===== src/rtl/mrs_pkg.sv =====
package mrs_pkg;
  localparam int unsigned LIST_W = 16;
  localparam int unsigned IDX_W  = $clog2(LIST_W);
  localparam int unsigned CNT_W  = IDX_W + 1;

  typedef enum logic [1:0] {ST_IDLE, ST_BEAT, ST_SUSP} mrs_state_e;

  // number of set bits in a register mask
  function automatic logic [CNT_W-1:0] f_popcnt(input logic [LIST_W-1:0] v);
    logic [CNT_W-1:0] c;
    c = '0;
    for (int i = 0; i < LIST_W; i++) c = c + CNT_W'(v[i]);
    return c;
  endfunction

  // lowest set bit position (0 when empty)
  function automatic logic [IDX_W-1:0] f_lowest(input logic [LIST_W-1:0] v);
    logic [IDX_W-1:0] r;
    r = '0;
    for (int i = LIST_W - 1; i >= 0; i--) if (v[i]) r = IDX_W'(i);
    return r;
  endfunction

  // mask of all register numbers strictly below idx
  function automatic logic [LIST_W-1:0] f_below(input logic [IDX_W-1:0] idx);
    return (LIST_W'(1) << idx) - LIST_W'(1);
  endfunction
endpackage


===== src/rtl/mrs_pick.sv =====
module mrs_pick
  import mrs_pkg::*;
(
  input  logic [LIST_W-1:0] pending,
  output logic [IDX_W-1:0]  cur_idx,
  output logic [LIST_W-1:0] rest,
  output logic              rest_empty,
  output logic [IDX_W-1:0]  next_idx
);
  logic [LIST_W-1:0] cur_onehot;

  always_comb begin
    cur_idx    = f_lowest(pending);
    cur_onehot = pending & (~pending + LIST_W'(1));
    rest       = pending & ~cur_onehot;
    rest_empty = (rest == '0);
    next_idx   = f_lowest(rest);
  end
endmodule


===== src/rtl/mrs_addr_gen.sv =====
module mrs_addr_gen
  import mrs_pkg::*;
#(
  parameter int unsigned ADDR_W = 32
) (
  input  logic [LIST_W-1:0] reg_list,
  input  logic [ADDR_W-1:0] base_addr,
  input  logic              dec_mode,
  input  logic              resume,
  input  logic [IDX_W-1:0]  resume_idx,
  output logic [LIST_W-1:0] eff_list,
  output logic              eff_empty,
  output logic [ADDR_W-1:0] first_addr
);
  logic [CNT_W-1:0]  total_cnt;
  logic [CNT_W-1:0]  skip_cnt;
  logic [LIST_W-1:0] skip_mask;
  logic [ADDR_W-1:0] origin;

  always_comb begin
    skip_mask  = resume ? f_below(resume_idx) : '0;
    eff_list   = reg_list & ~skip_mask;
    eff_empty  = (eff_list == '0);
    total_cnt  = f_popcnt(reg_list);
    skip_cnt   = f_popcnt(reg_list & skip_mask);
    origin     = dec_mode ? base_addr - (ADDR_W'(total_cnt) << 2) : base_addr;
    first_addr = origin + (ADDR_W'(skip_cnt) << 2);
  end
endmodule


===== src/rtl/mrs_seq.sv =====
module mrs_seq
  import mrs_pkg::*;
#(
  parameter int unsigned ADDR_W   = 32,
  parameter int unsigned DATA_W   = 32,
  parameter int unsigned STAT_W   = 32,
  parameter int unsigned IDX_LSB  = 12
) (
  input  logic              clk,
  input  logic              rst_n,
  input  logic              start,
  input  logic              resume,
  input  logic [STAT_W-1:0] status_in,
  input  logic [LIST_W-1:0] reg_list,
  input  logic [ADDR_W-1:0] base_addr,
  input  logic              is_load,
  input  logic              dec_mode,
  input  logic              irq,
  output logic              mem_req,
  output logic              mem_we,
  output logic [ADDR_W-1:0] mem_addr,
  output logic [DATA_W-1:0] mem_wdata,
  input  logic              mem_ack,
  input  logic [DATA_W-1:0] mem_rdata,
  output logic [IDX_W-1:0]  rf_rd_idx,
  input  logic [DATA_W-1:0] rf_rdata,
  output logic              rf_we,
  output logic [IDX_W-1:0]  rf_wr_idx,
  output logic [DATA_W-1:0] rf_wdata,
  output logic              busy,
  output logic              suspended,
  output logic              done,
  output logic [STAT_W-1:0] status_out
);
  localparam int unsigned IDX_MSB = IDX_LSB + IDX_W - 1;

  mrs_state_e        state_q;
  logic [LIST_W-1:0] pending_q;
  logic [ADDR_W-1:0] addr_q;
  logic [IDX_W-1:0]  sav_idx_q;
  logic              load_q;
  logic              done_q;

  // named internal events
  logic              accept_start;
  logic              beat_ack;
  logic              beat_last;
  logic              take_irq;

  logic [IDX_W-1:0]  cur_idx;
  logic [LIST_W-1:0] rest;
  logic              rest_empty;
  logic [IDX_W-1:0]  next_idx;
  logic [LIST_W-1:0] eff_list;
  logic              eff_empty;
  logic [ADDR_W-1:0] first_addr;

  mrs_pick u_pick (
    .pending    (pending_q),
    .cur_idx    (cur_idx),
    .rest       (rest),
    .rest_empty (rest_empty),
    .next_idx   (next_idx)
  );

  mrs_addr_gen #(.ADDR_W(ADDR_W)) u_addr (
    .reg_list   (reg_list),
    .base_addr  (base_addr),
    .dec_mode   (dec_mode),
    .resume     (resume),
    .resume_idx (status_in[IDX_MSB:IDX_LSB]),
    .eff_list   (eff_list),
    .eff_empty  (eff_empty),
    .first_addr (first_addr)
  );

  assign accept_start = start && (state_q != ST_BEAT);
  assign beat_ack     = (state_q == ST_BEAT) && mem_ack;
  assign beat_last    = beat_ack && rest_empty;
  assign take_irq     = beat_ack && !rest_empty && irq;

  always_ff @(posedge clk or negedge rst_n) begin
    if (!rst_n) begin
      state_q   <= ST_IDLE;
      pending_q <= '0;
      addr_q    <= '0;
      sav_idx_q <= '0;
      load_q    <= 1'b0;
      done_q    <= 1'b0;
    end else begin
      done_q <= 1'b0;
      if (accept_start) begin
        if (eff_empty) begin
          done_q  <= 1'b1;
          state_q <= ST_IDLE;
        end else begin
          pending_q <= eff_list;
          addr_q    <= first_addr;
          load_q    <= is_load;
          state_q   <= ST_BEAT;
        end
      end else if (beat_ack) begin
        pending_q <= rest;
        addr_q    <= addr_q + ADDR_W'(4);
        if (beat_last) begin
          done_q  <= 1'b1;
          state_q <= ST_IDLE;
        end else if (take_irq) begin
          sav_idx_q <= next_idx;
          state_q   <= ST_SUSP;
        end
      end
    end
  end

  always_comb begin
    mem_req    = (state_q == ST_BEAT);
    mem_we     = mem_req && !load_q;
    mem_addr   = addr_q;
    mem_wdata  = rf_rdata;
    rf_rd_idx  = cur_idx;
    rf_we      = beat_ack && load_q;
    rf_wr_idx  = cur_idx;
    rf_wdata   = mem_rdata;
    busy       = mem_req;
    suspended  = (state_q == ST_SUSP);
    done       = done_q;
    status_out = '0;
    if (suspended) status_out[IDX_MSB:IDX_LSB] = sav_idx_q;
  end

  // a waiting beat holds its request, address and register
  a_r2_beat_hold: assert property (@(posedge clk) disable iff (!rst_n)
    (mem_req && !mem_ack) |=> (mem_req && $stable(mem_addr) && $stable(rf_rd_idx)));

  // back-to-back beats step the address by one word
  a_r3_addr_step: assert property (@(posedge clk) disable iff (!rst_n)
    (mem_req && $past(beat_ack)) |-> (mem_addr == $past(mem_addr) + ADDR_W'(4)));

  // parked sequencer issues nothing and points at a pending register
  a_r4_park_valid: assert property (@(posedge clk) disable iff (!rst_n)
    suspended |-> (!mem_req && pending_q[sav_idx_q]));

  // completion leaves the block idle
  a_r8_done_idle: assert property (@(posedge clk) disable iff (!rst_n)
    done |-> (!busy && !suspended));

  // register writes only in load acknowledge cycles
  a_r10_rf_write: assert property (@(posedge clk) disable iff (!rst_n)
    rf_we |-> (mem_req && mem_ack && !mem_we));
endmodule


===== config.mk =====
export PLATFORM = sky130hd
export DESIGN_NAME = mrs_seq
export DESIGN_NICKNAME = d
export VERILOG_FILES = /design/src/rtl/mrs_pkg.sv /design/src/rtl/mrs_pick.sv /design/src/rtl/mrs_addr_gen.sv /design/src/rtl/mrs_seq.sv
export SDC_FILE = /design/constraint.sdc
export NUM_CORES = 1
export LEC_CHECK = 0
export BUFFER_PORTS_ARGS = -buffer_cell sky130_fd_sc_hd__clkbuf_2
export CAP_MARGIN = 20
export CORE_UTILIZATION = 51
export CTS_CLUSTER_DIAMETER = 80
export DETAILED_ROUTE_END_ITERATION = 6
export GPL_ROUTABILITY_DRIVEN = 0
export PLACE_DENSITY = 0.83
export SLEW_MARGIN = 20
export SYNTH_ARGS = -nofsm -noshare
export SYNTH_HDL_FRONTEND = slang
export SYNTH_SLANG_ARGS = --single-unit

===== constraint.sdc =====
create_clock -name clk -period 3.35 [get_ports clk]
set_input_delay 0.67 -clock clk [delete_from_list [all_inputs] [get_ports clk]]
set_output_delay 0.67 -clock clk [all_outputs]
set_load 0.02 [all_outputs]

==> summary.md, run 1 <==
| Metric | Value |
|---|---|
| F_max | about 0.14 GHz |
| Cts bufs inserted | 5 |
| Synth area leader | dfrtp_1 |
| H-tree levels | 2 |
| Clock tree buffer depth | 2 |
| Post-Syn Area | roughly 0.0075 sq mm |
| Max cap viols | 0 |
| Final setup margin | -3.87 ns |
| Clk slew on worst S/H paths | 0.07 ns |
| Yosys reg bits | 56 |
| Post-synthesis instance total | between 900 and 1000 |
| Final Slew Violations | 0 |
| Sw power | roughly 4 mW |
| Post-DP HPWL | 17900 um |
| Top cell type's share of synthesized area | 0.186 |
| Max incr delay on CP | approximately 0.55 ns |
| Avg Cell Area, Syn | 7.54 sq um |
| Worst path slowest cell | fa_1 |
| Endpoints failing setup | 50 |
| CP Capture Type | flip-flop |
| Comb power frac | 0.729 |
| Avg Vias per Cell | around 6.8 |
| Failing checks | DRC, setup timing |
| Reg2Reg Depth | 9 |
| Die height | approximately 120 um |
| Proportion of layout cells with a drive suffix above 1 | 0.368 |
| Largest cells by area after synthesis | dfrtp_1 (19%), buf_4 (9.7%), fa_1 (5.8%) |
| Starting Density | 0.520 |
| Worst EP arrival | around 7.4 ns |
| Placed instance area | approximately 0.0090 sq mm |
| Final hold vios | 0 |
| Clk_lat worst skew | 0.30 ns |
| Port Buffers | around 110 |
| CP delay by family, top | adder cells |
| Layout area overhead | 31.2% |
| Global-route wire length before repair | roughly 42000 um |
| Relative max-transition margin | 0.517 |
| CTS Sinks | 56 |
| Register share of total power | 0.193 |
| RSZ-0062 raised after global routing | true |
| Layout net count | 1391 |
| Core Footprint | 0.0145 sq mm |
| WP depth | 28 |
| Post-synthesis sequential area ratio | 0.186 |
| Die Wd | 124 um |
| Clock network fraction of total power | 0.077 |
| Setup TNS | -108.90 ns |
| GRT Total Usage | 0.352 |
| Number of DRC markers in iteration 0 | roughly 1500 |
| HP Class | in2async |
| Core Util, Final | 0.682 |
| WL/cell | 21.5 um |
| Top cell by count, worst path | fa_1 |
| Final antenna-violating net count | 0 |
| Status | finished with violations |
| Tmin final | roughly 7.2 ns |
| Drt first pass iters | 7 |
| Leakage power | approximately 4.4 nW |
| CTS Hold Buffers Added | 0 |
| Number of synthesized flops with an enable pin | 0 |
| Asr flop ratio synth | 1.00 |
| Multi-input combinational cell area | around 0.0057 sq mm |
| VDD IR max | 0.364 mV |
| CP max FO | 11 |
| Initial antenna violation count | 1 |
| Full die area | 0.0153 sq mm |
| Pint | ~3.8 mW |
| Fin crit share | 2.16 |
| Via count | slightly above 9000 |
| Vias in the first global route | approximately 8400 |
| N_diodes | 0 |
| PwrDens | ~800 mW/mm^2 |
| Clk_skew | 0.00346 ns |
| # fillers | 990 |
| WP data required | 3.54 ns |
| Largest net degree at the start of global routing | 47 |
| CP bufs+invs | 5 |
| TritonCTS clock tree | yes |
| Grt total ovfl | 0 |
| Post-route cell area | 0.00988 sq mm |
| Library cells used by synthesis | 80 |
| IO Count | around 300 |
| WS Path Type | in2reg |
| Sequential cell area | roughly 0.0014 sq mm |
| Sw Share | 0.512 |
| YS warnings | 0 |
| Total Wirelength | just under 30000 um |
| Post-synth top flop | dfrtp_1 |
| Least-Margin Pin Slew | roughly 0.72 ns |
| CP startpoint kind | primary input |
| Root Buffer | clkbuf_16 |
| Rows | 44 |
| # DRC | 7 |
## flip-flops by register name, summed over array words and instances, names as in the netlist
name,count
done,1
load_q,1
mem_addr,32
pending_q,16
sav_idx_q,4
state_q,2
## layout make-up
class                           count  share of cell area
Clock buffer                        6              0.0130
Clock inverter                      2             0.00355
Inverter                           55              0.0211
Multi-Input combinational cell    764               0.577
Sequential cell                    56               0.142
Tap cell                          184              0.0233
Timing Repair Buffer              313               0.220
## final timing paths
| kind | endpoint | from | slack, ns |
|---|---|---|---|
| max | mem_addr[18] | status_in[13] | -3.87 |
| min reg2reg | mem_addr[1] | mem_addr[1] | 0.49 |
| max in group asynchronous | pending_q[6] | rst_n | 2.11 |
| max reg2reg | mem_addr[30] | mem_addr[2] | 0.03 |
| min | mem_addr[1] | rst_n | 0.36 |
| min in group clk | mem_addr[1] | mem_addr[1] | 0.49 |
## synthesized netlist by cell type (22+ instances only)
cell type  number
a21oi_1        74
buf_4          97
clkbuf_1       47
dfrtp_1        56
fa_1           22
ha_1           22
inv_1          55
nand2_1        77
nand3_1        32
nor2_1         71
nor3_1         35
o21ai_0        59
xnor2_1        23
## layout by cell type, fill, tap and decap left out, types with 16 or more instances in the layout
cell type  netlist  layout
xnor2_1         23      19
o21ai_0         59      40
buf_4           97     193
nand3_1         32      29
and2_1          19      16
nand4_1         20      20
nor4_1          20      17
dfrtp_1         56      56
clkbuf_2         0     108
nor3_1          35      25
nor2_1          71      64
nand2_1         77      77
conb_1           2      29
inv_1           55      51
a21oi_1         74      64
fa_1            22      17
ha_1            22      18
## per-layer routing
metal,vias to the layer above,GRT usage,share of wire
met5,-,0,0.00044
met4,2,0.188,0.080
met3,285,0.0660,0.13
met2,914,0.568,0.44
met1,4229,0.445,0.35
li1,3897,-,-
## timing repair
| item | 4_1_cts | 5_1_grt |
|---|---|---|
| resized for setup | 92 | 43 |
| pin swaps | 53 | 18 |
| setup endpoints to repair | 49 | 49 |
| buffers inserted | 17 | 3 |
| cloned | 2 | 0 |
## through the flow
| step | cells | worst slack (ns) | power, mW | hold WS [ns] |
|---|---|---|---|---|
| after floorplan | 1025 | -3.83 | 4.63 | 0.374 |
| final | 1380 | -3.87 | 7.84 | 0.364 |
| after global placement | 1357 | -3.84 | 6.01 | 0.459 |
| after detailed placement | 1357 | -3.96 | 6.21 | 0.473 |
| after global routing | 1380 | -3.95 | 8.34 | 0.397 |
| after CTS | 1381 | -3.57 | 7.20 | 0.371 |
## power by group through the flow
stage / logic (mW) / registers, mW / clock network (mW)
final: 5.72 / 1.52 / 0.607
after detailed placement: 4.74 / 1.47 / 0
after floorplan: 3.14 / 1.49 / 0
after global placement: 4.57 / 1.44 / 0
after CTS: 5.14 / 1.46 / 0.597
after global routing: 6.16 / 1.55 / 0.629
## kinds of logic (layout without fill, tap and decap cells)
| kind of cell | after synthesis | after routing | synth area share |
|---|---|---|---|
| DFF | 56 | 56 | 0.186 |
| and+or+nand+nor | 374 | 374 | 0.266 |
| other | 2 | 29 | 0.000997 |
| adders and majority gates | 50 | 50 | 0.103 |
| xor gates and xnor gates | 37 | 37 | 0.0430 |
| buffers and inverters | 205 | 376 | 0.151 |
| muxes | 16 | 16 | 0.0224 |
| AOI/OAI and AO/OA | 258 | 258 | 0.227 |
(Power assumes the default switching activity.)
==> inputs of run 2 (changes only) <==
--- a/config.mk
+++ b/config.mk
@@ -5,7 +5,7 @@
 export SDC_FILE = /design/constraint.sdc
 export NUM_CORES = 1
 export LEC_CHECK = 0
-export BUFFER_PORTS_ARGS = -buffer_cell sky130_fd_sc_hd__clkbuf_2
+export BUFFER_PORTS_ARGS = -buffer_cell sky130_fd_sc_hd__buf_2
 export CAP_MARGIN = 20
 export CORE_UTILIZATION = 51
 export CTS_CLUSTER_DIAMETER = 80
==> summary.md, run 2 (synthesis gave the netlist of run 1 again) <==
| Metric | Value |
|---|---|
| Final setup margin | -3.89 ns |
| Top cell by count, worst path | fa_1 |
| Placed Cells | around 1400 |
| WP depth | 26 |
| Drt first pass iters | 7 |
| Least-Margin Pin Slew | ~0.74 ns |
| Root Buffer | clkbuf_16 |
| Layout area overhead | 33.5% |
| Cts bufs inserted | 5 |
| Leakage power | between 4 and 5 nW |
| VDD IR max | 0.384 mV |
| Endpoints failing setup | 50 |
| Post-DP HPWL | 17600 um |
| Final hold vios | 0 |
| Clock tree buffer depth | 2 |
| CP delay by family, top | adder cells |
| Max incr delay on CP | 0.55 ns |
| Layout net count | ~1400 |
| CP Launch Point | status_in[15] |
| Worst path slowest cell | or4_4 |
| Relative max-transition margin | 0.504 |
| WP data required | between 3 and 4 ns |
| WL/cell | ~22 um |
| Rows | 44 |
| Commonest non-fill, non-tap cell in the layout | buf_4 |
| Max cap viols | 0 |
| Fin crit share | 2.16 |
| Full die area | between 0.015 and 0.02 sq mm |
| R2r setup slk | roughly 0.07 ns |
| R2R Path End | sav_idx_q[0] |
| Tmin final | roughly 7.2 ns |
| TritonCTS clock tree | yes |
| CP bufs+invs | 4 |
| IO Count | slightly below 300 |
| Grt total ovfl | 0 |
| Final antenna-violating net count | 0 |
| Reg2Reg Depth | 8 |
| Setup TNS | -107.32 ns |
| Failing checks | setup timing |
| Vias in the first global route | between 8000 and 9000 |
| Largest register FFs | 32 |
| Critical path endpoint | mem_addr[18] |
| Proportion of layout cells with a drive suffix above 1 | 0.377 |
| # fillers | 955 |
| Die Wd | between 100 and 150 um |
| N_diodes | 0 |
| CTS Sinks | 56 |
| H-tree levels | 2 |
| Total Wirelength | 30400 um |
| Global-route wire length before repair | 42900 um |
| # DRC | 0 |
| F_max | approximately 0.14 GHz |
| M2 GR Usage | 0.577 |
| PwrDens | 808 mW/mm^2 |
| Core Footprint | about 0.014 sq mm |
| R2R Path Start | pending_q[3] |
| Die height | approximately 120 um |
| Largest net degree at the start of global routing | 47 |
| Worst EP arrival | roughly 7.4 ns |
| Via count | about 9600 |
| Starting Density | 0.520 |
| Avg Vias per Cell | ~6.9 |
| Most frequent cells in the layout | buf_4 (186), buf_2 (107), nand2_1 (73) |
| Dpl ws | -3.98 ns |
| Clk slew on worst S/H paths | around 0.080 ns |
| Clk_lat worst skew | 0.31 ns |
| Met1 usage | 0.452 |
| Clk_skew | between 0.01 and 0.015 ns |
| CP startpoint kind | primary input |
| WS Path Type | in2reg |
| Most Crowded Layer GR | met2 |
| Number of DRC markers in iteration 0 | 1670 |
| CP Capture Type | flip-flop |
| Initial antenna violation count | 0 |
| Port Buffers | approximately 110 |
| Final Slew Violations | 0 |
| Status | finished with violations |
| CP max FO | 4 |
| M3 GR Usage | 0.0577 |
| Worst hold slack | roughly 0.24 ns |
| HP Class | in2async |
| GRT Total Usage | 0.357 |
| RSZ-0062 raised after global routing | true |
| Final std cells w/o fill | around 1400 |
-- run 2: area by class of cell --
type / instances / area [sq um] / area share
well taps: 184 / 230 / 0.0229
clock buffers: 5 / 125 / 0.0124
flip-flops and latches: 56 / 1400 / 0.139
repair buffers: 321 / 2300 / 0.229
multi-input cells: 764 / 5730 / 0.570
clock inverters: 2 / 60.1 / 0.00597
inverters: 55 / 206 / 0.0205
-- run 2: report_power, final --
group | switching [mW] | total (mW) | internal [mW]
combinational | 3.32 | 5.88 | 2.55
sequential | 0.567 | 1.56 | 0.993
clock | 0.263 | 0.688 | 0.425
total | 4.15 | 8.13 | 3.97
-- run 2: worst min-delay path by stage --
stage                     start      endpoint  slack, ns  cells past startpoint
global route              rst_n  mem_addr[22]       0.25                      1
finish                    rst_n  mem_addr[27]       0.24                      1
detailed placement  mem_addr[0]   mem_addr[0]       0.47                      2
CTS                 mem_addr[0]   mem_addr[0]       0.48                      2
floorplan                 rst_n          done       0.37                      0
global placement    mem_addr[0]   mem_addr[0]       0.46                      2
-- run 2: layer usage --
layer | vias up | share of wire
met4 | 0 | 0.077
met3 | 331 | 0.12
met5 | - | 0
li1 | 3898 | -
met1 | 4386 | 0.35
met2 | 973 | 0.45
-- run 2: per-stage QoR --
| stage | power [mW] | utilization | area, sq um |
|---|---|---|---|
| after floorplan | 4.63 | - | 7730 |
| after global placement | 5.99 | 0.617 | 8930 |
| after detailed placement | 6.17 | 0.617 | 8930 |
| after CTS | 7.17 | 0.679 | 9830 |
| after global routing | 8.55 | 0.695 | 10100 |
| final | 8.13 | 0.695 | 10100 |
-- run 2: worst reg2reg max path, cell delays in order (launching register included) --
cell and delay [ns]:
dfrtp_1 0.52, nor4_2 0.46, nand3_1 0.25, or2_1 0.35, o41ai_1 0.47, o221ai_1 0.27
nand3b_1 0.25, and3_1 0.27, mux2_1 0.33
-- run 2: repair_timing --
item,4_1_cts,5_1_grt
buffers inserted,45,13
cloned,1,0
pin swaps,37,32
gates resized for setup,95,67
hold buffers,0,0
endpoints found under the setup margin,48,51
